### src/rtl/ckr_pkg.sv
package ckr_pkg;
   typedef enum logic [1:0] {
      RT_256 = 2'd0,
      RT_384 = 2'd1,
      RT_512 = 2'd2,
      RT_768 = 2'd3
   } ratio_t;

   localparam int NUM_RATIOS = 4;

   function automatic logic [9:0] ratio_cycles(input ratio_t r);
      case (r)
         RT_256:  return 10'd256;
         RT_384:  return 10'd384;
         RT_512:  return 10'd512;
         default: return 10'd768;
      endcase
   endfunction

   function automatic ratio_t pins_to_ratio(input logic [1:0] m);
      case (m)
         2'b01:   return RT_512;
         2'b10:   return RT_384;
         default: return RT_256;
      endcase
   endfunction
endpackage

### src/rtl/ckr_period_meter.sv
module ckr_period_meter #(
   parameter int CNT_W = 11
) (
   input  logic             clk,
   input  logic             rst_n,
   input  logic             lrck,
   output logic             rise,
   output logic             meas_valid,
   output logic [CNT_W-1:0] period
);
   localparam logic [CNT_W-1:0] CNT_MAX = {CNT_W{1'b1}};

   logic             lrck_q;
   logic             armed_q;
   logic [CNT_W-1:0] cnt_q;

   assign rise       = lrck & ~lrck_q;
   assign meas_valid = rise & armed_q;
   assign period     = (cnt_q == CNT_MAX) ? CNT_MAX : cnt_q + CNT_W'(1);

   always_ff @(posedge clk or negedge rst_n) begin
      if (!rst_n) begin
         lrck_q  <= 1'b0;
         armed_q <= 1'b0;
         cnt_q   <= '0;
      end else begin
         lrck_q <= lrck;
         if (rise) begin
            cnt_q   <= '0;
            armed_q <= 1'b1;
         end else if (cnt_q != CNT_MAX) begin
            cnt_q <= cnt_q + CNT_W'(1);
         end
      end
   end
endmodule

### src/rtl/ckr_lock_tracker.sv
module ckr_lock_tracker
   import ckr_pkg::*;
#(
   parameter int CNT_W       = 11,
   parameter int TOL         = 2,
   parameter int HOLD_FRAMES = 32,
   parameter int LOSE64      = 6,
   parameter int LOSE48      = 5
) (
   input  logic             clk,
   input  logic             rst_n,
   input  logic             meas_valid,
   input  logic             frame48,
   input  logic [CNT_W-1:0] period,
   output ratio_t           ratio,
   output logic             locked,
   output logic             hold_busy
);
   localparam int HOLD_W = $clog2(HOLD_FRAMES + 1);
   localparam int PROD_W = CNT_W + 8;

   logic [NUM_RATIOS-1:0] hit;
   ratio_t                cls_code;
   logic                  cls_valid;

   for (genvar i = 0; i < NUM_RATIOS; i++) begin : g_cls
      localparam int NOM = (i == 3) ? 768 : 256 + 128 * i;
      localparam logic [CNT_W-1:0] LO = CNT_W'(NOM - TOL);
      localparam logic [CNT_W-1:0] HI = CNT_W'(NOM + TOL);
      assign hit[i] = (period >= LO) && (period <= HI);
   end

   always_comb begin
      cls_code = RT_256;
      for (int i = 0; i < NUM_RATIOS; i++) begin
         if (hit[i]) cls_code = ratio_t'(i[1:0]);
      end
   end
   assign cls_valid = |hit;

   ratio_t            ratio_q, cand_q;
   logic              locked_q, cand_ok_q;
   logic [HOLD_W-1:0] hold_q;

   logic [CNT_W-1:0]  nom_now, absd;
   logic [PROD_W-1:0] dev_scaled, bound_scaled;
   logic              too_far;

   always_comb begin
      nom_now = CNT_W'(ratio_cycles(ratio_q));
      absd    = (period >= nom_now) ? period - nom_now : nom_now - period;
      if (frame48) begin
         dev_scaled   = PROD_W'(absd) * PROD_W'(48);
         bound_scaled = PROD_W'(nom_now) * PROD_W'(LOSE48);
      end else begin
         dev_scaled   = PROD_W'(absd) * PROD_W'(64);
         bound_scaled = PROD_W'(nom_now) * PROD_W'(LOSE64);
      end
      too_far = dev_scaled > bound_scaled;
   end

   always_ff @(posedge clk or negedge rst_n) begin
      if (!rst_n) begin
         ratio_q   <= RT_256;
         cand_q    <= RT_256;
         cand_ok_q <= 1'b0;
         locked_q  <= 1'b0;
         hold_q    <= '0;
      end else if (meas_valid) begin
         if (locked_q) begin
            cand_ok_q <= 1'b0;
            if (too_far) begin
               locked_q <= 1'b0;
            end else if (hold_q != '0) begin
               hold_q <= hold_q - HOLD_W'(1);
            end
         end else begin
            cand_q    <= cls_code;
            cand_ok_q <= cls_valid;
            if (cls_valid && cand_ok_q && (cand_q == cls_code)) begin
               locked_q <= 1'b1;
               ratio_q  <= cls_code;
               hold_q   <= HOLD_W'(HOLD_FRAMES);
            end
         end
      end
   end

   assign ratio     = ratio_q;
   assign locked    = locked_q;
   assign hold_busy = (hold_q != '0);
endmodule

### src/rtl/ckr_ce_divider.sv
module ckr_ce_divider
   import ckr_pkg::*;
(
   input  logic   clk,
   input  logic   rst_n,
   input  logic   rise,
   input  ratio_t ratio,
   output logic   ce
);
   logic [1:0] ph_q, ph_eff, ph_nxt;

   always_comb begin
      ph_eff = rise ? 2'd0 : ph_q;
      case (ratio)
         RT_256: begin
            ce     = 1'b1;
            ph_nxt = 2'd0;
         end
         RT_384: begin
            ce     = (ph_eff != 2'd2);
            ph_nxt = (ph_eff >= 2'd2) ? 2'd0 : ph_eff + 2'd1;
         end
         RT_512: begin
            ce     = (ph_eff == 2'd0);
            ph_nxt = (ph_eff == 2'd0) ? 2'd1 : 2'd0;
         end
         default: begin
            ce     = (ph_eff == 2'd0);
            ph_nxt = (ph_eff >= 2'd2) ? 2'd0 : ph_eff + 2'd1;
         end
      endcase
   end

   always_ff @(posedge clk or negedge rst_n) begin
      if (!rst_n) ph_q <= 2'd0;
      else        ph_q <= ph_nxt;
   end
endmodule

### src/rtl/clkratio_sync_mon.sv
module clkratio_sync_mon
   import ckr_pkg::*;
#(
   parameter int CNT_W       = 11,
   parameter int TOL         = 2,
   parameter int HOLD_FRAMES = 32,
   parameter int LOSE64      = 6,
   parameter int LOSE48      = 5
) (
   input  logic       clk,
   input  logic       rst_n,
   input  logic       lrck,
   input  logic       frame48,
   input  logic [1:0] mode,
   output logic [1:0] ratio_code,
   output logic       ce256,
   output logic       locked,
   output logic       mute
);
   if (CNT_W < 11) begin : g_bad_cnt
      $error("CNT_W must hold a 768-cycle frame plus drift");
   end
   if (TOL < 0 || TOL > 63) begin : g_bad_tol
      $error("TOL must keep the ratio windows apart");
   end
   if (HOLD_FRAMES < 1) begin : g_bad_hold
      $error("HOLD_FRAMES must be at least one frame");
   end
   if (LOSE64 < 1 || LOSE48 < 1) begin : g_bad_lose
      $error("loss bounds must be positive");
   end

   logic             rise, meas_valid, trk_locked, hold_busy, div_ce, master;
   logic [CNT_W-1:0] period;
   ratio_t           trk_ratio, eff_ratio;

   assign master    = (mode != 2'b00);
   assign eff_ratio = master ? pins_to_ratio(mode) : trk_ratio;

   ckr_period_meter #(.CNT_W(CNT_W)) u_meter (
      .clk(clk), .rst_n(rst_n), .lrck(lrck),
      .rise(rise), .meas_valid(meas_valid), .period(period)
   );

   ckr_lock_tracker #(
      .CNT_W(CNT_W), .TOL(TOL), .HOLD_FRAMES(HOLD_FRAMES),
      .LOSE64(LOSE64), .LOSE48(LOSE48)
   ) u_track (
      .clk(clk), .rst_n(rst_n), .meas_valid(meas_valid), .frame48(frame48),
      .period(period), .ratio(trk_ratio), .locked(trk_locked), .hold_busy(hold_busy)
   );

   ckr_ce_divider u_div (
      .clk(clk), .rst_n(rst_n), .rise(rise), .ratio(eff_ratio), .ce(div_ce)
   );

   assign ratio_code = eff_ratio;
   assign locked     = master | trk_locked;
   assign ce256      = div_ce & (master | trk_locked);
   assign mute       = ~master & (~trk_locked | hold_busy);
endmodule

### config.mk
export PLATFORM = sky130hd
export DESIGN_NAME = clkratio_sync_mon
export DESIGN_NICKNAME = d
export VERILOG_FILES = /design/src/rtl/ckr_pkg.sv /design/src/rtl/ckr_period_meter.sv /design/src/rtl/ckr_lock_tracker.sv /design/src/rtl/ckr_ce_divider.sv /design/src/rtl/clkratio_sync_mon.sv
export SDC_FILE = /design/constraint.sdc
export NUM_CORES = 1
export LEC_CHECK = 0
export BUFFER_PORTS_ARGS = -buffer_cell sky130_fd_sc_hd__buf_2
export CORE_MARGIN = 3
export CORE_UTILIZATION = 64
export DETAILED_ROUTE_END_ITERATION = 6
export GPL_TIMING_DRIVEN = 0
export HOLD_SLACK_MARGIN = 0.03
export PLACE_DENSITY = 0.79
export SLEW_MARGIN = 40
export SYNTH_ARGS = -nofsm -noshare
export SYNTH_HDL_FRONTEND = slang
export SYNTH_SLANG_ARGS = --single-unit
export TNS_END_PERCENT = 5
### constraint.sdc
create_clock -name clk -period 8.5 [get_ports clk]
set_input_delay 2.55 -clock clk [delete_from_list [all_inputs] [get_ports clk]]
set_output_delay 2.55 -clock clk [all_outputs]
set_load 0.05 [all_outputs]
-- After elaboration in Yosys (flattened, before gate mapping)
Index checks and enable logic that the tools add are counted.
- add/subtract/negate cells: 5
- multiply operators: 3
- $lt $le $gt $ge: 11
- equality and inequality tests: 12
- mux-type cells: 25
- bitwise logic cells: 9
- reductions and logical operators: 17
- operators by type and width (cell ; number):
    $mux W11 ; 4
    $pmux W10 S3 ; 1
    $mux W6 ; 4
    $ge A11 B9 Y1 const B ; 2
    $le A11 B10 Y1 const B ; 2
    $le A11 B9 Y1 const B ; 2
    $gt A17 B13 Y1 ; 1
    $mux W17 ; 1
    $mul A10 B3 Y13 const B ; 1
    $mul A11 B2 Y13 const B ; 1
    $mux W13 ; 1
    $mul A10 B2 Y12 const B ; 1
    $add A11 B1 Y11 const B ; 1
    $eq A11 B11 Y1 const B ; 1
    $ge A11 B10 Y1 ; 1
    $ge A11 B10 Y1 const B ; 1
    $ge A11 B8 Y1 const B ; 1
    $ne A11 B11 Y1 const B ; 1
    $sub A10 B11 Y11 ; 1
    $sub A11 B10 Y11 ; 1
    $mux W2 ; 5
    $pmux W2 S2 ; 2
    $eq A2 B1 Y1 const B ; 3
    $eq A2 B2 Y1 const B ; 3
    18 further kinds ; 40
- bits in registers: 27
- input port bits: 6
- output and inout port bits: 5
- logic and storage cells: 91

-- Longest topological paths before layout
- depth in word-level cells: 11
- depth in mapped cells: 39
- depth with buffers taken out: 36

-- By module
Synthesis repeated with hierarchy kept, for this count alone.
- cells, all modules: 428
- area total of the unflattened synthesis: 3329.4 um^2
- modules (own cells, without submodules) (module ; instances ; cells each ; area an instance (um^2)):
    ckr_lock_tracker ; 1 ; 331 ; 2409.8
    ckr_period_meter ; 1 ; 81 ; 779.5
    ckr_ce_divider ; 1 ; 8 ; 93.8
    clkratio_sync_mon ; 1 ; 8 ; 46.3

-- Worst setup path before layout
Ideal clock, no wire load.
- path type: reg2reg
- start point: register u_meter.cnt_q[0]
- end point: register u_track.hold_q[2]
- arrival: 7.020 ns
- path slack: 1.416 ns
- stages on the path, launching flop included: 38
- path buffers: 4
- clock period less this slack: 7.084 ns
- path through: dfrtp_1 -> buf_2 -> and3_1 -> buf_2 -> and3_1 -> a31o_2 -> clkbuf_1 -> ha_1 -> inv_1 -> o21ai_0 -> nor2_1 -> o41ai_4 -> buf_6 -> o21ai_0 -> inv_1 -> ha_1 -> inv_1 -> fa_1 -> [... 2 more ...] -> o21ai_0 -> o221ai_1 -> nand2b_1 -> and4_4 -> a21bo_1 -> xor2_1 -> mux2_2 -> ha_1 -> and4_1 -> nand4_1 -> nor2_1 -> a21oi_1 -> or3b_2 -> or4b_4 -> o31ai_4 -> nand2_1 -> a211oi_2 -> a21o_1
- longest elaborated chain between the ends: 11
- elaborated cells on any way between the ends: 32
- classes of those cells: add/sub: 3; mul: 1; order compare: 10; eq/ne: 3; mux: 6; reduce/logical: 9
- ends and longest elaborated chain (what ; RTL line ; RTL):
    start, declared ; ckr_period_meter.sv:15 ; logic [CNT_W-1:0] cnt_q;
    start signal, assigned ; ckr_period_meter.sv:32 ; cnt_q <= cnt_q + CNT_W'(1);
    $add A11 B1 Y11 / $eq A11 B11 Y1 (equally long branches) ; ckr_period_meter.sv:19 ; assign period = (cnt_q == CNT_MAX) ? CNT_MAX : cnt_q + CNT_W'(1);
    $mux W11 (*) ; ckr_period_meter.sv:19 ;
    parallel branches: the longest is 8 deep, another holds $gt A17 B13 Y1 ; n/a ;
    $reduce_and A4 Y1 (no line) (*) ; n/a ;
    end signal, assigned ; ckr_lock_tracker.sv:75 ; hold_q <= hold_q - HOLD_W'(1);
    end signal, assigned ; ckr_lock_tracker.sv:83 ; hold_q <= HOLD_W'(HOLD_FRAMES);
    end, declared ; ckr_lock_tracker.sv:43 ; logic [HOLD_W-1:0] hold_q;
Every way passes the cells marked *.
A chain may end at the register's enable or synchronous reset.

-- Final worst setup path
Ends and elaborated chain as after synthesis.

==> key figures <==
Status
  • Status: finished, final reports clean

Die
  • Die Height: 81.26 µm
  • Initial Util: 68.36%
  • Rows: 26
  • Core box area: ~0.0053 mm²
  • Num ports: 11
  • Die X: 81.26 µm
  • Die ar.: between 0.006 and 0.007 mm²

STA
  • Worst Tran Pin Value: about 0.85 ns
  • Final hold viol count: 0
  • Slew HR: 43.14%
  • Setup-failing EPs final: 0
  • Fmax achieved: 127.0 MHz
  • RSZ-0062 raised after global routing: false
  • Fin crit period: 7.872 ns
  • Final period util: 92.61%
  • Setup TNS Final: 0 ns
  • Max-slew violations: 0
  • Clk_skew: 0.01010 ns

Worst setup path
  • Most used cell, CP: inv_1
  • Crit-path max FO: 10
  • Setup CP Type: flop to flop
  • Worst Setup End Kind: flop
  • Startpoint types: flop
  • Required @ worst endpoint: slightly below 9 ns
  • Worst path arrival time: 8.09 ns
  • Max stage delay cell, worst path: or4b_4
  • CP peak stage delay: 0.52 ns

Layout
  • Synth-to-Final Area Change: 5.247%
  • Fillers: 445
  • # nets final: 513
  • Design area: about 0.0038 mm²
  • FF/Latch Area: 675.6 µm²
  • Layout cells sized above 1: 12.47%
  • Antenna Cells: 0
  • Multi-input gate area: between 0.002 and 0.003 mm²

Clocking
  • Gates resized, CTS repair: 0
  • Post-cts hold buffer count: 0
  • Worst skew pair latency: 0.27 ns
  • Clock transition at the registers of the reported paths: 0.09 ns
  • Clk root buf: clkbuf_8
  • CTS Buf Count: 3
  • CTS sink cnt: 27
  • H-tree depth: 1
  • Max Buffers Root-to-Sink: 2
  • Setup Buffers After CTS: 0
  • CTS tree: built

Detailed routing
  • Vias per cell: 6.530
  • Vias: roughly 3500
  • Drt pass-1 iters: 5
  • Starting DRT DRC Count: just over 300
  • Final WL: about 9 mm
  • Residual DRC: 0
  • Detail Route Antenna Nets: 0
  • DR WL/cell: ~17 µm

Yosys
  • Most frequent cells after synthesis: nor2_1, nand2_1, inv_1
  • Area fraction of the dominant cell type after synthesis: about a fifth
  • Avg Inst Size Synth: 7.897 µm²
  • Post-synthesis sequential area ratio: between 10% and 20%
  • Leading area contributor after synthesis: dfrtp_1
  • Dominant synthesized flop cell: dfrtp_1
  • EDFF count, synth: 0
  • Synth unique cells: 80
  • Seq cells post-synth: 27
  • Share of synthesized registers carrying an async set or reset: 100.0%
  • Yosys synthesis warning count: 0
  • Syn Inst Count: 459
  • Mapped Nets: 498
  • Post-Syn Area: 0.003625 mm²
  • Ranking of synthesized cells by area: dfrtp_1, ha_1, nor2_1, xnor2_1, nand2_1
  • Top-count cell post-synth: nor2_1

Power and ir drop
  • PD cells: 251.2 mW/mm²
  • Leak: around 1.7 nW
  • Peak VDD IR: roughly 0.24 mV

Global routing
  • Global-route usage over all layers: 29.97%
  • Number of global-route vias before repair: between 3000 and 4000
  • First-pass GRT wire length: 15.47 mm
  • GRT Residual Overflow: 0
  • Largest net degree at the start of global routing: 28
  • Antenna violations before repair: 0

Place
  • Detailed placement HPWL: 7.343 mm
  • Final GP Congestion: 0.9483
  • Port-buffer cells: 10
  • Area of placed instances: 0.003762 mm²

Job
  • Max-Cap Viols: 0

Worst hold path
  • Hold WC Path Type: flop to flop
==> stage by stage <==
step,cells,hold slack (ns),power (W),setup slack [ns],utilization (%)
after CTS,543,0.4385,0.0009379,0.2637,71.80
after floorplan,459,0.4116,0.0007191,1.416,-
final,543,0.4357,0.0009582,0.6284,71.94
after global placement,539,0.4237,0.0008443,0.4370,70.95
after detailed placement,539,0.4277,0.0008641,0.2824,70.95
after global routing,543,0.4494,0.001048,0.1441,71.94
==> where the power goes <==
part	switching (W)	internal, W	total (W)
clock	0.0000366	0.0000335	0.0000701
sequential	0.00000938	0.000138	0.000148
combinational	0.000443	0.000297	0.000740
total	0.000489	0.000469	0.000958
==> path summary, 6_finish.rpt <==
| check | start | to | slack (ns) | depth (start not counted) |
|---|---|---|---|---|
| worst max-delay path | u_meter.cnt_q[0] | u_track.hold_q[2] | 0.63 | 37 |
| worst min-delay path | u_div.ph_q[1] | u_div.ph_q[1] | 0.44 | 1 |
| worst max register to register | u_meter.cnt_q[0] | u_track.hold_q[2] | 0.63 | 37 |
| worst min register to register | u_div.ph_q[1] | u_div.ph_q[1] | 0.44 | 1 |
| max in group asynchronous | rst_n | u_meter.cnt_q[10] | 5.85 | 1 |
| min in group asynchronous | rst_n | u_div.ph_q[0] | 2.26 | 1 |
==> registers in the layout (all words and copies together) (netlist names) <==
signal / flops
u_track.cand_q: 2
u_meter.lrck_q: 1
u_track.locked: 1
u_div.ph_q: 2
u_track.hold_q: 6
u_track.cand_ok_q: 1
u_meter.cnt_q: 11
u_meter.armed_q: 1
u_track.ratio: 2
==> critical path, delay by kind of cell, from the launching register on <==
family | cells | cell delay [ns]
AOI/OAI and AO/OA | 12 | 2.12
xor gates and xnor gates | 1 | 0.16
adders and majority gates | 4 | 1.14
buffers and inverters | 8 | 1.13
DFF | 1 | 0.40
muxes | 1 | 0.28
and+or+nand+nor | 11 | 2.57
==> placed cells by master (no fill, tap or decap), types with 4 or more instances in the layout <==
| cell | synthesis | layout |
|---|---|---|
| buf_2 | 10 | 20 |
| o21bai_1 | 4 | 4 |
| nor3_1 | 12 | 12 |
| mux2_2 | 5 | 5 |
| nor2b_1 | 5 | 5 |
| a211oi_1 | 7 | 7 |
| nand3_1 | 17 | 17 |
| o2111ai_1 | 7 | 7 |
| clkbuf_1 | 10 | 11 |
| dfrtp_1 | 27 | 27 |
| mux2i_1 | 7 | 7 |
| a21oi_1 | 25 | 24 |
| nor2_1 | 41 | 40 |
| o21ai_1 | 5 | 7 |
| a31oi_1 | 5 | 5 |
| a21boi_0 | 4 | 4 |
| nand2_1 | 35 | 35 |
| and4_1 | 6 | 6 |
| inv_1 | 32 | 32 |
| ha_1 | 31 | 31 |
| a21o_1 | 6 | 6 |
| nand2b_1 | 7 | 7 |
| xnor2_1 | 16 | 16 |
| nand4_1 | 6 | 6 |
| o21ai_0 | 23 | 21 |
| xor2_1 | 10 | 10 |
| or3_1 | 10 | 10 |
| o211ai_1 | 5 | 5 |
| or2_2 | 7 | 7 |
| and2_1 | 7 | 7 |
==> area by class of cell <==
type,count,area share (%)
clock buffers,4,1.181
well taps,70,2.296
multi-input cells,378,71.66
plain buffers,22,2.689
inverters,32,3.149
flip-flops and latches,27,17.71
repair buffers,10,1.312
==> logic make-up (layout without fill, tap and decap cells) <==
group           count (synthesis)  in the layout  synth area share (%)
simple gates                  179            179                 27.13
compound gates                127            127                 25.89
buf+inv                        54             68                 6.144
fa+ha+maj                      33             33                 11.81
xor+xnor                       27             27                 6.903
flops                          27             27                 18.64
mux                            12             12                 3.486
==> per-layer routing <==
| metal | wire, µm | vias to the layer above | GRT usage, % | part of all wire [%] |
|---|---|---|---|---|
| met4 | 165 | 0 | 8.277 | 1.8 |
| li1 | - | 1718 | - | - |
| met1 | 4427 | 1659 | 43.89 | 48 |
| met5 | 0 | - | 0 | 0 |
| met2 | 4017 | 149 | 46.80 | 43 |
| met3 | 627 | 20 | 2.993 | 6.8 |
No activity file was read; power rests on OpenSTA's default activity.
